[src/rtl/axis_keep_monitor.sv]
module axis_keep_monitor #(
  parameter int DATA_W     = 32,
  parameter int BEAT_W     = 12,
  parameter int PKT_W      = 16,
  parameter bit SLAVE_SIDE = 1'b1,
  localparam int BYTES     = DATA_W / 8,
  localparam int LEN_W     = BEAT_W + $clog2(BYTES) + 1
) (
  input  logic              clk,
  input  logic              rst_n,
  input  logic              clr,
  input  logic              started,
  input  logic              tvalid,
  input  logic              tready,
  input  logic [DATA_W-1:0] tdata,
  input  logic [BYTES-1:0]  tkeep,
  input  logic              tlast,
  output logic              err_mid_keep,
  output logic              err_tail_keep,
  output logic              err_zero_keep,
  output logic              err_early,
  output logic              err_unstable,
  output logic [PKT_W-1:0]  pkt_count,
  output logic [LEN_W-1:0]  last_len
);

  if (!(DATA_W == 8 || DATA_W == 16 || DATA_W == 32 || DATA_W == 64 ||
        DATA_W == 128 || DATA_W == 256 || DATA_W == 512)) begin : g_bad_width
    $error("axis_keep_monitor: DATA_W must be a power of two from 8 to 512");
  end

  logic              fire;
  logic              keep_full, keep_none, keep_run;
  logic [BYTES-1:0]  keep_inc;
  logic              mid_bad, tail_bad, zero_bad, early_bad, unstable_bad;
  logic              hold_q;
  logic [DATA_W-1:0] data_q;
  logic [BYTES-1:0]  keep_q;
  logic              last_q;
  logic [BEAT_W-1:0] beats_q;

  assign fire      = tvalid & tready;
  assign keep_full = &tkeep;
  assign keep_none = ~|tkeep;
  assign keep_inc  = tkeep + 1'b1;
  assign keep_run  = ~|(keep_inc & tkeep);

  assign mid_bad      = fire & ~tlast & ~keep_full & ~keep_none;
  assign tail_bad     = fire & tlast & ~keep_none & ~keep_run;
  assign zero_bad     = fire & keep_none;
  assign early_bad    = ~started & (SLAVE_SIDE ? tready : tvalid);
  assign unstable_bad = hold_q & (~tvalid | (tdata != data_q) |
                                  (tkeep != keep_q) | (tlast != last_q));

  always_ff @(posedge clk) begin
    if (!rst_n || clr) begin
      err_mid_keep  <= 1'b0;
      err_tail_keep <= 1'b0;
      err_zero_keep <= 1'b0;
      err_early     <= 1'b0;
      err_unstable  <= 1'b0;
    end else begin
      err_mid_keep  <= err_mid_keep  | mid_bad;
      err_tail_keep <= err_tail_keep | tail_bad;
      err_zero_keep <= err_zero_keep | zero_bad;
      err_early     <= err_early     | early_bad;
      err_unstable  <= err_unstable  | unstable_bad;
    end
  end

  always_ff @(posedge clk) begin
    if (!rst_n) begin
      hold_q <= 1'b0;
      data_q <= '0;
      keep_q <= '0;
      last_q <= 1'b0;
    end else begin
      hold_q <= tvalid & ~tready;
      data_q <= tdata;
      keep_q <= tkeep;
      last_q <= tlast;
    end
  end

  always_ff @(posedge clk) begin
    if (!rst_n) begin
      beats_q   <= '0;
      pkt_count <= '0;
      last_len  <= '0;
    end else if (fire) begin
      if (tlast) begin
        beats_q   <= '0;
        pkt_count <= pkt_count + 1'b1;
        last_len  <= LEN_W'(beats_q) * LEN_W'(BYTES) + LEN_W'($countones(tkeep));
      end else begin
        beats_q <= beats_q + 1'b1;
      end
    end
  end


  idle_hold_chk: assert property (@(posedge clk) disable iff (!rst_n)
    !fire |=> $stable(pkt_count) && $stable(last_len));

  mid_keep_chk: assert property (@(posedge clk) disable iff (!rst_n)
    fire && !tlast && !keep_full && !keep_none && !clr |=> err_mid_keep);

  tail_keep_chk: assert property (@(posedge clk) disable iff (!rst_n)
    fire && tlast && !keep_none && !keep_run && !clr |=> err_tail_keep);

  zero_keep_chk: assert property (@(posedge clk) disable iff (!rst_n)
    fire && keep_none && !clr |=> err_zero_keep);

  early_chk: assert property (@(posedge clk) disable iff (!rst_n)
    !started && (SLAVE_SIDE ? tready : tvalid) && !clr |=> err_early);

  pkt_step_chk: assert property (@(posedge clk) disable iff (!rst_n)
    fire && tlast |=> pkt_count == $past(pkt_count) + 1'b1);

  clear_chk: assert property (@(posedge clk) disable iff (!rst_n)
    clr |=> !err_mid_keep && !err_tail_keep && !err_zero_keep && !err_early && !err_unstable);

  sticky_chk: assert property (@(posedge clk) disable iff (!rst_n)
    !clr && err_unstable |=> err_unstable);

endmodule

[config.mk]
export PLATFORM = sky130hd
export DESIGN_NAME = axis_keep_monitor
export DESIGN_NICKNAME = d
export VERILOG_FILES = /design/src/rtl/axis_keep_monitor.sv
export SDC_FILE = /design/constraint.sdc
export NUM_CORES = 1
export LEC_CHECK = 0
export CAP_MARGIN = 20
export CORE_ASPECT_RATIO = 1.5
export CORE_UTILIZATION = 45
export DETAILED_ROUTE_END_ITERATION = 7
export PLACE_DENSITY = 0.81
export SKIP_LAST_GASP = 1
export SYNTH_ARGS = -nofsm -noshare
export SYNTH_HDL_FRONTEND = slang
export SYNTH_SLANG_ARGS = --single-unit
[constraint.sdc]
create_clock -name clk -period 5.2 [get_ports clk]
set_input_delay 1.56 -clock clk [delete_from_list [all_inputs] [get_ports clk]]
set_output_delay 1.56 -clock clk [all_outputs]
set_load 0.01 [all_outputs]
==> metrics.md <==
| Metric | Value |
|---|---|
| Initial antenna violation count | 0 |
| H-tree Lvls | 3 |
| Final Skew | 0.005736 ns |
| I/O Buffers | 78 |
| Core Area | 7759 sq um |
| YS warnings | 0 |
| GRT Overall Usage | 0.2007 |
| Register bit count reported by yosys | 86 |
| Cell taking the most area after synthesis | dfxtp_1 |
| Initial Util | 0.4704 |
| Die width | 75.53 um |
| Syn Nets | 436 |
| Root Buffer | clkbuf_16 |
| Drt drc | 0 |
| Synth area leaders | dfxtp_1, xor2_1, and2_1 |
| Share of layout cells above drive strength 1 | 0.06237 |
| CTS buffer count | 9 |
| Final Cell Area | 4831 sq um |
| Placed Area | 4496 sq um |
| Post-DR wirelength/cell | 13.78 um |
| Cts hold-fix bufs | 0 |
| Die ar. | 8482 sq um |
| Most common cell in the netlist | dfxtp_1 |
| Drt pass-1 iters | 4 |
| Main synth FF type | dfxtp_1 |
| Fmax | 273.1 MHz |
| Setup ws final | 1.538 ns |
| Setup repair after global routing missed its margin | false |
| Overflow after GRT | 0 |
| Clock Path Buffers | 2 |
| Fraction of registers with async set/reset | 0 |
| Largest net degree at the start of global routing | 32 |
| Mapped Cells | 385 |
| Dpl ws | 1.177 ns |
| IO Count | 79 |
| Crit-path slowest cell | fa_1 |
| Die Ht | 112.3 um |
| # setup viols final | 0 |
| DRT iter0 DRCs | 95 |
| Arr. time, crit path | 3.90 ns |
| Fin. max-slew vios | 0 |
| Register area | 1722 sq um |
| Type of the worst setup path | in2reg |
| Setup TNS | 0 ns |
| Vias per inst | 5.021 |
| FILL cells | 671 |
| Layout net count | 511 |
| Final min period | 3.662 ns |
| Status | finished clean |
| Post-layout util | 0.6226 |
| Clk Latency, worst-skew pair | 0.33 ns |
| Crit path largest cell delay | 0.58 ns |
| Final wirelength | 7816 um |
| Layout area overhead | 32.36% |
| Worst VDD drop | 193.2 uV |
| DR vias | 2847 |
| CP startpoint kind | input pin |
| Site Rows | 39 |
| Syn_area_per_cell | 9.480 sq um |
| CTS tree | done |
| First-pass GRT wire length | 13050 um |
| Sequential area share after synthesis | 0.4717 |
| Clk pin slew, worst setup/hold paths | 0.06 ns |
| Routability Congestion | 0.8698 |
| Req. time, crit path | 5.44 ns |
| Critical Path End Type | flip-flop |
| Total power | 0.001525 W |
| Max_slew headroom | 0.3542 |
| Footprint of the multi-input gates | 1824 sq um |
| Cell variety after synth | 39 |
| Yosys top cell area share | 0.4717 |
| Vias in the first global route | 2908 |
| Final ANT Viol Nets | 0 |
| N_diodes | 0 |
| Worst-path maximum fanout | 5 |
| DP HPWL | 5684 um |
| Top post-synthesis cells by count | dfxtp_1, xor2_1, nor2_1 |
| CP cell instances | clkdlybuf4s50_1, fa_1, ha_1, ha_1, nand3_2, or3_1, a311oi_1 |
| Postcts setup bufs | 0 |
| Final Cycle Share | 0.7043 |
| LEAKAGE | 1.841 nW |
| Least-Margin Pin Slew | 0.9657 ns |
| # resized after CTS | 0 |
| CP dominant cell by count | ha_1 |
| Post-synth EDFFs | 0 |
| Type of the worst min-delay path | reg2reg |
| Max Cap Viol | 0 |
| Final Hold Vio Count | 0 |
| Mapped Area | 3650 sq um |
| Pwr Density | 315.7 nW/um^2 |
| Clk sinks | 86 |
[final timing paths]
check             start      endpoint  slack, ns  cells after the start
max            tkeep[0]   last_len[8]       1.54                      7
min           err_early     err_early       0.47                      2
max reg2reg  beats_q[3]  last_len[13]       3.49                      5
min reg2reg   err_early     err_early       0.47                      2
[power by group]
group          total [W]  internal (W)  switching, W
Sequential      0.000693      0.000682     0.0000112
Combinational   0.000130     0.0000710     0.0000587
Clock           0.000702      0.000459      0.000243
[per-layer routing]
| layer | vias up | GRT usage | wire length, um |
|---|---|---|---|
| li1 | 1435 | - | - |
| met1 | 1341 | 0.2235 | 3235 |
| met2 | 62 | 0.3530 | 4107 |
| met3 | 9 | 0.05386 | 349 |
| met4 | 0 | 0.07531 | 125 |
| met5 | - | 0 | 0 |
[logic make-up (layout without fill, tap and decap cells)]
family	after synthesis	in the layout	share of synthesized area
buf+inv	23	103	0.02845
xor+xnor	67	67	0.1608
compound gates	36	36	0.06136
flops	86	86	0.4717
fa+ha+maj	8	8	0.02948
simple gates	165	165	0.2482
[state kept, by name, indices dropped and copies added (netlist names)]
signal,flops
last_len,15
err_mid_keep,1
hold_q,1
err_unstable,1
err_zero_keep,1
beats_q,12
pkt_count,16
err_early,1
last_q,1
err_tail_keep,1
data_q,32
keep_q,4
[stage by stage]
stage	hold slack, ns	cells
6_report	0.4697	567
5_1_grt	0.4889	567
4_1_cts	0.4743	567
3_5_place_dp	0.4603	551
3_3_place_gp	0.4509	551
2_1_floorplan	0.4617	385
[critical path: cells and delay by family]
| kind | cells | cell delay, ns |
|---|---|---|
| fa+ha+maj | 3 | 1.05 |
| buf+inv | 1 | 0.52 |
| simple gates | 2 | 0.51 |
| compound gates | 1 | 0.25 |
[layout by cell type (no fill, tap or decap), drive strengths merged, types with 2 or more instances in the layout]
cell           synthesis  final
clkbuf                 9     13
o21ai                  9      9
a311oi                 4      4
nand2                 23     23
xnor2                 15     15
or3                    6      6
nand4                 12     12
buf                    7      2
nor4                   9      9
bufinv                 0      2
a21oi                 14     14
and2                  39     39
a211oi                 5      5
and3                   7      7
nor3                  10     10
clkdlybuf4s50          0     78
dfxtp                 86     86
nand3                  8      8
nor2                  45     45
a31oi                  2      2
inv                    7      7
or2                    2      2
xor2                  52     52
ha                     7      7
[area by class of cell]
| type | instances | share of cell area |
|---|---|---|
| Clock inverter | 3 | 0.01347 |
| Clock buffer | 13 | 0.05594 |
| Sequential cell | 86 | 0.3564 |
| Tap cell | 102 | 0.02642 |
| Inverter | 7 | 0.005439 |
| Multi-Input combinational cell | 276 | 0.3776 |
| Timing Repair Buffer | 80 | 0.1647 |
Note: power is estimated with default switching activity, not from simulation.
